File: src/rtl/pipe4_pkg.sv
package pipe4_pkg;

    localparam int OPW = 3;

    typedef enum logic [OPW-1:0] {
        OP_HLT  = 3'd0,
        OP_LDA  = 3'd1,
        OP_ADD  = 3'd2,
        OP_STA  = 3'd3,
        OP_JMP  = 3'd4,
        OP_JZ   = 3'd5,
        OP_RSV6 = 3'd6,
        OP_RSV7 = 3'd7
    } op_e;

    function automatic logic op_is_jump(op_e op);
        return (op == OP_JMP) || (op == OP_JZ);
    endfunction

    function automatic logic op_reads_mem(op_e op);
        return (op == OP_LDA) || (op == OP_ADD);
    endfunction

endpackage

File: src/rtl/pipe4_imem.sv
module pipe4_imem #(
    parameter int AW = 4,
    parameter int IW = 7,
    parameter logic [(2**AW)*IW-1:0] INIT = '0
) (
    input  logic [AW-1:0] addr_i,
    output logic [IW-1:0] word_o
);

    localparam int WORDS = 2**AW;

    logic [WORDS-1:0][IW-1:0] rom;

    assign rom    = INIT;
    assign word_o = rom[addr_i];

endmodule

File: src/rtl/pipe4_dmem.sv
module pipe4_dmem #(
    parameter int AW = 4,
    parameter int DW = 8,
    parameter logic [(2**AW)*DW-1:0] INIT = '0
) (
    input  logic          clk,
    input  logic          rst_n,
    input  logic [AW-1:0] rd_addr_i,
    output logic [DW-1:0] rd_data_o,
    input  logic          wr_en_i,
    input  logic [AW-1:0] wr_addr_i,
    input  logic [DW-1:0] wr_data_i
);

    localparam int WORDS = 2**AW;

    logic [WORDS-1:0][DW-1:0] mem_d, mem_q;

    always_comb begin
        mem_d = mem_q;
        if (wr_en_i) begin
            mem_d[wr_addr_i] = wr_data_i;
        end
    end

    always_ff @(posedge clk or negedge rst_n) begin
        if (!rst_n) begin
            mem_q <= INIT;
        end else begin
            mem_q <= mem_d;
        end
    end

    assign rd_data_o = mem_q[rd_addr_i];

endmodule

File: src/rtl/pipe4_prefetch.sv
module pipe4_prefetch #(
    parameter int AW    = 4,
    parameter int IW    = 7,
    parameter int DEPTH = 4
) (
    input  logic                         clk,
    input  logic                         rst_n,
    input  logic                         freeze_i,
    input  logic                         flush_i,
    input  logic [AW-1:0]                target_i,
    input  logic                         pop_i,
    output logic [AW-1:0]                fetch_addr_o,
    input  logic [IW-1:0]                fetch_word_i,
    output logic [IW-1:0]                head_o,
    output logic                         empty_o,
    output logic [$clog2(DEPTH+1)-1:0]   count_o
);

    localparam int PW   = (DEPTH > 1) ? $clog2(DEPTH) : 1;
    localparam int CNTW = $clog2(DEPTH+1);

    typedef struct packed {
        logic [AW-1:0]                pc;
        logic [PW-1:0]                rd;
        logic [PW-1:0]                wr;
        logic [CNTW-1:0]              cnt;
        logic [DEPTH-1:0][IW-1:0]     slot;
    } pf_t;

    pf_t q, n;
    logic full, push, take;

    function automatic logic [PW-1:0] step(logic [PW-1:0] p);
        return (p == PW'(DEPTH-1)) ? '0 : p + PW'(1);
    endfunction

    always_comb begin
        n    = q;
        full = (q.cnt == CNTW'(DEPTH));
        push = !freeze_i && !flush_i && !full;
        take = pop_i && (q.cnt != '0) && !flush_i;
        if (flush_i) begin
            n.pc  = target_i;
            n.rd  = '0;
            n.wr  = '0;
            n.cnt = '0;
        end else begin
            if (push) begin
                n.slot[q.wr] = fetch_word_i;
                n.wr         = step(q.wr);
                n.pc         = q.pc + AW'(1);
            end
            if (take) begin
                n.rd = step(q.rd);
            end
            n.cnt = q.cnt + CNTW'(push) - CNTW'(take);
        end
    end

    always_ff @(posedge clk or negedge rst_n) begin
        if (!rst_n) begin
            q <= '0;
        end else begin
            q <= n;
        end
    end

    assign fetch_addr_o = q.pc;
    assign head_o       = q.slot[q.rd];
    assign empty_o      = (q.cnt == '0);
    assign count_o      = q.cnt;

endmodule

File: src/rtl/pipe4_core.sv
module pipe4_core
    import pipe4_pkg::*;
#(
    parameter int AW     = 4,
    parameter int DW     = 8,
    parameter int QDEPTH = 4,
    parameter int CW     = 16,
    parameter logic [(2**AW)*(OPW+AW)-1:0] IMEM_INIT = '0,
    parameter logic [(2**AW)*DW-1:0]       DMEM_INIT = '0
) (
    input  logic          clk,
    input  logic          rst_n,
    output logic [DW-1:0] acc_o,
    output logic [CW-1:0] retired_o,
    output logic          halted_o
);

    localparam int IW   = OPW + AW;
    localparam int CNTW = $clog2(QDEPTH+1);

    typedef struct packed {
        logic          v;
        op_e           op;
        logic [AW-1:0] ea;
    } opstg_t;

    typedef struct packed {
        logic          v;
        op_e           op;
        logic [AW-1:0] ea;
        logic [DW-1:0] opnd;
    } exstg_t;

    typedef struct packed {
        logic          da_v;
        logic [IW-1:0] da_w;
        opstg_t        fo;
        exstg_t        ex;
        logic [DW-1:0] acc;
        logic [CW-1:0] rcnt;
        logic          halted;
    } core_t;

    core_t q, n;

    logic [AW-1:0]   if_addr;
    logic [IW-1:0]   if_word;
    logic [IW-1:0]   q_head;
    logic            q_empty;
    logic [CNTW-1:0] q_count;
    logic [DW-1:0]   rd_data;

    logic ex_live, taken, st_en, fo_stall, fo_free;
    logic da_move, da_free, br_pend, pop;
    op_e  da_op;

    pipe4_imem #(.AW(AW), .IW(IW), .INIT(IMEM_INIT)) u_imem (
        .addr_i (if_addr),
        .word_o (if_word)
    );

    pipe4_prefetch #(.AW(AW), .IW(IW), .DEPTH(QDEPTH)) u_pf (
        .clk          (clk),
        .rst_n        (rst_n),
        .freeze_i     (q.halted),
        .flush_i      (taken),
        .target_i     (q.ex.ea),
        .pop_i        (pop),
        .fetch_addr_o (if_addr),
        .fetch_word_i (if_word),
        .head_o       (q_head),
        .empty_o      (q_empty),
        .count_o      (q_count)
    );

    pipe4_dmem #(.AW(AW), .DW(DW), .INIT(DMEM_INIT)) u_dmem (
        .clk       (clk),
        .rst_n     (rst_n),
        .rd_addr_i (q.fo.ea),
        .rd_data_o (rd_data),
        .wr_en_i   (st_en),
        .wr_addr_i (q.ex.ea),
        .wr_data_i (q.acc)
    );

    always_comb begin
        n        = q;
        da_op    = op_e'(q.da_w[IW-1 -: OPW]);
        ex_live  = q.ex.v && !q.halted;
        taken    = ex_live && ((q.ex.op == OP_JMP) ||
                               ((q.ex.op == OP_JZ) && (q.acc == '0)));
        st_en    = ex_live && (q.ex.op == OP_STA);
        fo_stall = q.fo.v && op_reads_mem(q.fo.op) && st_en;
        fo_free  = !q.fo.v || !fo_stall;
        da_move  = q.da_v && fo_free;
        da_free  = !q.da_v || da_move;
        br_pend  = (q.da_v && op_is_jump(da_op)) ||
                   (q.fo.v && op_is_jump(q.fo.op)) ||
                   (q.ex.v && op_is_jump(q.ex.op));
        pop      = !q.halted && da_free && !q_empty && !br_pend;

        if (!q.halted) begin
            // execute and write back
            if (ex_live) begin
                case (q.ex.op)
                    OP_LDA:  n.acc    = q.ex.opnd;
                    OP_ADD:  n.acc    = q.acc + q.ex.opnd;
                    OP_HLT:  n.halted = 1'b1;
                    default: n.acc    = q.acc;
                endcase
                n.rcnt = q.rcnt + CW'(1);
            end
            // operand fetch into execute
            n.ex.v    = q.fo.v && !fo_stall;
            n.ex.op   = q.fo.op;
            n.ex.ea   = q.fo.ea;
            n.ex.opnd = rd_data;
            // decode and address into operand fetch
            if (da_move) begin
                n.fo.v  = 1'b1;
                n.fo.op = da_op;
                n.fo.ea = q.da_w[AW-1:0];
            end else if (!fo_stall) begin
                n.fo.v  = 1'b0;
            end
            // queue head into decode
            if (pop) begin
                n.da_v = 1'b1;
                n.da_w = q_head;
            end else if (da_move) begin
                n.da_v = 1'b0;
            end
        end
    end

    always_ff @(posedge clk or negedge rst_n) begin
        if (!rst_n) begin
            q <= '0;
        end else begin
            q <= n;
        end
    end

    assign acc_o     = q.acc;
    assign retired_o = q.rcnt;
    assign halted_o  = q.halted;

endmodule

File: config.mk
export PLATFORM = sky130hd
export DESIGN_NAME = pipe4_core
export DESIGN_NICKNAME = d
export VERILOG_FILES = /design/src/rtl/pipe4_pkg.sv /design/src/rtl/pipe4_imem.sv /design/src/rtl/pipe4_dmem.sv /design/src/rtl/pipe4_prefetch.sv /design/src/rtl/pipe4_core.sv
export SDC_FILE = /design/constraint.sdc
export NUM_CORES = 1
export LEC_CHECK = 0
export BUFFER_PORTS_ARGS = -buffer_cell sky130_fd_sc_hd__clkbuf_2
export CORE_MARGIN = 2
export CORE_UTILIZATION = 30
export CTS_BUF_LIST = sky130_fd_sc_hd__clkbuf_8
export DETAILED_ROUTE_END_ITERATION = 12
export PLACE_DENSITY = 0.5
export SLEW_MARGIN = 5
export SYNTH_ARGS = -nofsm -noshare
export SYNTH_HDL_FRONTEND = slang
export SYNTH_HIERARCHICAL = 1
export SYNTH_SLANG_ARGS = --single-unit
export TNS_END_PERCENT = 100
File: constraint.sdc
create_clock -name clk -period 4.4 [get_ports clk]
set_clock_uncertainty 0.05 [all_clocks]
set_input_delay 0.22 -clock clk [delete_from_list [all_inputs] [get_ports clk]]
set_output_delay 0.22 -clock clk [all_outputs]
set_load 0.005 [all_outputs]
# After elaboration in Yosys (flattened, before gate mapping)
# Memory sizes are Yosys's and may differ from the RTL's.
# Cells that the tools add are included.
[totals]
reg_bits = 224
romBits = 112
in_bits = 2
out_inout_bits = 25
wordCells = 145
mem_count = 1
[mem_list]
columns = ["name", "depth", "word_bits", "rd", "rd_clocked_by_memory_dff", "wr", "line", "rtl"]
rows = [
  ["(name not given)", 16, 7, 1, 0, 0, "pipe4_imem.sv:15", "assign word_o = rom[addr_i];"],
]
[classes]
n_addsub = 7
order_cmp = 7
n_eq_ne = 15
muxes = 25
bitwise_logic = 2
n_reduce_logical = 52
[op_table]
columns = ["cell", "count"]
rows = [
  ["128-bit bitwise mux", 1],
  ["8-bit binary-select mux with 4-bit select", 1],
  ["8-bit demux with 4-bit select", 1],
  ["28-bit bitwise mux", 1],
  ["3-bit equality test (second input constant)", 7],
  ["7-bit 2-to-1 mux", 3],
  ["1-bit logical AND", 20],
  ["16-bit by 1-bit adder with 16-bit output (second input constant)", 1],
  ["8-bit 2-to-1 mux", 2],
  ["8-bit one-hot mux with 2 select lines", 1],
  ["4-bit by 5-bit < comparator with 1-bit output (second input constant)", 3],
  ["7-bit binary-select mux with 2-bit select", 1],
  ["7-bit demux with 2-bit select", 1],
  ["2-bit AND reduction", 6],
  ["11-bit 2-to-1 mux", 1],
  ["3-bit by 2-bit equality test with 1-bit output (second input constant)", 3],
  ["1-bit logical OR", 9],
  ["8-bit adder", 1],
  ["1-bit logical NOT", 8],
  ["8-bit logical NOT", 1],
  ["2-bit 2-to-1 mux", 4],
  ["2-bit nonzero test", 4],
  ["1-bit 2-to-1 mux", 7],
  ["3-bit by 1-bit equality test with 1-bit output (second input constant)", 2],
  ["14 further kinds", 19],
]

# Longest topological paths before layout
[depth]
ltp_word = 15
ltp_mapped = 14
depth_no_buf = 14

# By module
# The synthesis kept the hierarchy.
[modules_own_cells]
columns = ["module", "instances", "cells_per_inst", "area_each_um2", "seq_area_each_um2"]
rows = [
  ["pipe4_dmem", 1, 365, 5915.7, 3203.1],
  ["pipe4_core", 1, 249, 2847.7, 1426.4],
  ["pipe4_prefetch", 1, 146, 2097.0, 975.9],
  ["pipe4_imem", 1, 8, 56.3, 0.0],
]

# Worst setup path after synthesis
# OpenSTA, ideal clock, no wires.
[synth_timing]
kind = "flip-flop to flip-flop"
startpoint = "register q (netlist bit acc_o[1])"
endpoint = "register u_pf.q (netlist bit u_pf/count_o[2])"
setup_ns = 0.132
t_arrival_ns = 3.168
required_ns = 4.218
slack_ns = 1.050
path_stages_with_launch = 13
n_path_buf = 1
period_less_slack_ns = 3.350
path_cell_list = "dfrtp_1 nor4_1 nand2_1 a2111oi_0 clkbuf_1 nor2_1 ha_1 inv_1 ha_1 fa_1 xnor2_1 xnor2_1 nor2_1"
[synth_rtl]
columns = ["element", "line", "rtl"]
rows = [
  ["from (decl)", "pipe4_core.sv:44", "core_t q, n;"],
  ["from (signal assigned)", "pipe4_core.sv:140", "q <= n;"],
  ["to (signal assigned)", "pipe4_prefetch.sv:64", "q <= n;"],
  ["to (decl)", "pipe4_prefetch.sv:30", "pf_t q, n;"],
]

==> metrics.md <==
| Metric | Value |
|---|---|
| Via Count | `between 6,000 and 7,000` |
| Total power divided by cell area | `580.1 mW/mm^2` |
| Cell leakage power | `5.582 nW` |
| Synth warn | `6` |
| Routed len/inst | `approximately 19 microns` |
| Class of the tightest hold or removal check | `in -> async` |
| Net total in the final layout | `between 700 and 800` |
| Clock sink count | `220` |
| Clock network latency to the later pin of the worst-skew pair | `530 ps` |
| Worst path cell trace | `nor2b_1, and3_4, nor4b_2, o21ai_1, nor4b_4, o31ai_1, nor2_1, ha_1, inv_1, ha_1, fa_1, xnor2_1, xnor2_1, nor2_1` |
| CP max FO | `9` |
| Filler instances | `3,450` |
| Setup repair after global routing missed its margin | `no` |
| Die outline height | `192.4 microns` |
| Fraction of the core area covered by cells at the end of the flow | `33.80%` |
| Die Width | `between 150 and 200 microns` |
| Status | `finished, final reports clean` |
| Number of instances in the synthesized netlist | `about 740` |
| Iteration-0 DRC count of the detailed router | `334` |
| GR Util All Layers | `around 14%` |
| F_max | `291.3 MHz` |
| Total gr overflow | `0` |
| Antenna diode count | `0` |
| Max Cap Violations | `0` |
| Number of max-slew violations in the final report | `0` |
| # hold bufs at CTS | `1` |
| Final clock period utilization by the worst path | `between 70% and 80%` |
| Clock root buffer master | `sky130_fd_sc_hd__clkbuf_8` |
| Area Overhead vs Synth | `11.81%` |
| Fin. Hold Viols | `0` |
| Final estimated routing congestion in global placement | `about 0.73` |
| Starting density of the core | `30.23%` |
| Layout cell share with drive strength beyond 1 | `44.19%` |
| Startpoint class of the critical path | `flip-flop` |
| Maximum number of pins on one net before global-route repair | `111` |
| Total of endpoints with negative setup slack in the final report | `0` |
| TritonCTS clock tree | `yes` |
| Endpoint type of the worst setup path | `flip-flop` |
| Post-DR vias/cell | `4.827` |
| Port Buf Inserts | `26` |
| Remaining DRCs | `0` |
| Slowest cell on the critical path | `sky130_fd_sc_hd__nor4b_4` |
| Clock buffers created by TritonCTS | `41` |
| Number of antenna-violating nets in the routed design | `0` |
| Synth Cell Area | `~0.011 sq mm` |
| Maximum cell stage delay along the critical path | `600 ps` |
| CP Class | `reg -> reg` |
| Maximum level of the CTS H-tree | `2` |
| Actual slew at the worst max-slew pin | `1239 ps` |
| CTS Buffer Depth | `3` |
| CORE AREA | `approximately 0.035 sq mm` |
| Boundary Pins | `27` |
| Syn avg cell area | `14.43 sq um` |
| Worst slew margin relative to its limit | `17.24%` |
| CP required | `4770 ps` |
| Antenna violations before repair | `0` |
| Setup TNS | `0 ps` |
| Setup Fix Bufs, Post-CTS | `0` |
| Register clock-pin slew on the reported worst setup and hold paths | `roughly 60 ps` |
| Count of TritonRoute iterations in the first routing pass | `4` |
| Global-route wire length before repair | `38,150 microns` |
| Die Footprint | `around 0.037 sq mm` |
| Peak VDD IR | `251.6 uV` |
| Number of cell rows | `69` |
| Via count of the first global-routing pass | `6,337` |
| Data arrival time of the worst path | `~3800 ps` |
| Final critical-path required period | `3433 ps` |
| Detailed-route wire length | `24,410 microns` |
| Detailed placement HPWL | `14,560 microns` |
| Post-cts resize count | `0` |
## metrics by stage
step           cells  total power [mW]  hold slack [ps]  worst slack [ps]  instance area (sq um)
2_1_floorplan    744             4.562           -125.6              1098                  10670
3_3_place_gp    1181             5.050            315.3             980.4                  11110
3_5_place_dp    1181             5.075            314.6             917.2                  11110
4_1_cts         1253             7.028            344.4             910.8                  11910
5_1_grt         1253             7.356            383.8             641.8                  11910
6_report        1253             6.907            293.1             966.8                  11910
## metal layers
layer	part of all wire [%]	up-vias	wire length (microns)	track usage, %
met5	0	-	0	0
met4	2.5	0	601	4.610
met3	3.2	51	769	2.382
met2	47	95	11440	21.93
met1	48	3169	11600	18.82
li1	-	2733	-	-
## sequential cells by signal, indices dropped and copies added, names as in the netlist
name and cells:
u_dmem/mem_q 128, u_pf/q 32, q 29, retired_o 16, acc_o 8, da_op 3
u_pf/count_o 3, halted_o 1
## cell type report
class / instances / area (sq um) / share of cell area (%)
Tap cell: 461 / 576.8 / 4.844
Multi-Input combinational cell: 448 / 4732 / 39.74
Sequential cell: 220 / 5507 / 46.25
Clock inverter: 20 / 88.84 / 0.7461
Clock buffer: 51 / 701.9 / 5.895
Timing Repair Buffer: 41 / 255.2 / 2.144
Inverter: 12 / 45.04 / 0.3783
## worst max-delay path: cells and delay by family, from the launching register on
| kind | cells | cell delay (ps) |
|---|---|---|
| adders and majority gates | 3 | 690 |
| and+or+nand+nor | 6 | 1410 |
| buffers and inverters | 1 | 40 |
| xor gates and xnor gates | 2 | 320 |
| AOI/OAI and AO/OA | 2 | 410 |
| DFF | 1 | 410 |
## cells in the final DEF (no fill, tap or decap), types with 2 or more instances in the layout
| cell type | count |
|---|---|
| sky130_fd_sc_hd__dfrtp_1 | 219 |
| sky130_fd_sc_hd__mux2_2 | 148 |
| sky130_fd_sc_hd__clkbuf_8 | 51 |
| sky130_fd_sc_hd__mux4_2 | 39 |
| sky130_fd_sc_hd__mux2_4 | 36 |
| sky130_fd_sc_hd__nand2_1 | 29 |
| sky130_fd_sc_hd__clkbuf_2 | 25 |
| sky130_fd_sc_hd__inv_1 | 24 |
| sky130_fd_sc_hd__nor2_1 | 18 |
| sky130_fd_sc_hd__xnor2_1 | 16 |
| sky130_fd_sc_hd__a22oi_1 | 16 |
| sky130_fd_sc_hd__ha_1 | 15 |
| sky130_fd_sc_hd__buf_4 | 14 |
| sky130_fd_sc_hd__a21oi_1 | 13 |
| sky130_fd_sc_hd__nor2b_1 | 10 |
| sky130_fd_sc_hd__nand3_1 | 9 |
| sky130_fd_sc_hd__o21ai_0 | 8 |
| sky130_fd_sc_hd__clkinv_2 | 7 |
| sky130_fd_sc_hd__conb_1 | 7 |
| sky130_fd_sc_hd__nor2_2 | 6 |
| sky130_fd_sc_hd__nor3_1 | 5 |
| sky130_fd_sc_hd__xor2_1 | 5 |
| sky130_fd_sc_hd__nand4_1 | 5 |
| sky130_fd_sc_hd__nand2b_1 | 4 |
| sky130_fd_sc_hd__o21a_1 | 4 |
| sky130_fd_sc_hd__a21o_1 | 4 |
| sky130_fd_sc_hd__or3_1 | 4 |
| sky130_fd_sc_hd__nand3_4 | 4 |
| sky130_fd_sc_hd__nand3b_1 | 3 |
| sky130_fd_sc_hd__mux2_1 | 3 |
| sky130_fd_sc_hd__nor3_4 | 3 |
| sky130_fd_sc_hd__nor3_2 | 3 |
| sky130_fd_sc_hd__nor4_1 | 2 |
| sky130_fd_sc_hd__a211oi_1 | 2 |
| sky130_fd_sc_hd__o211ai_1 | 2 |
| sky130_fd_sc_hd__a31oi_1 | 2 |
| sky130_fd_sc_hd__fa_1 | 2 |
| sky130_fd_sc_hd__nand2b_4 | 2 |
## where the power goes
| part | switching, mW | internal, mW | total (mW) |
|---|---|---|---|
| clock | 0.847 | 1.04 | 1.89 |
| sequential | 0.535 | 2.51 | 3.04 |
| combinational | 0.932 | 1.04 | 1.98 |
## worst paths after layout
path                                endpoint  slack (ps)          start  cells past startpoint
min in group clk               retired_o[15]         420  retired_o[15]                      1
setup / recovery             u_pf/count_o[2]         970          q[40]                     14
max in group asynchronous           da_op[1]        2970          rst_n                      3
hold / removal             u_dmem/mem_q[118]         290          rst_n                      2
hold reg to reg                retired_o[15]         420  retired_o[15]                      1
setup reg to reg             u_pf/count_o[2]         970          q[40]                     14
Power figures use the tool's default switching activity.
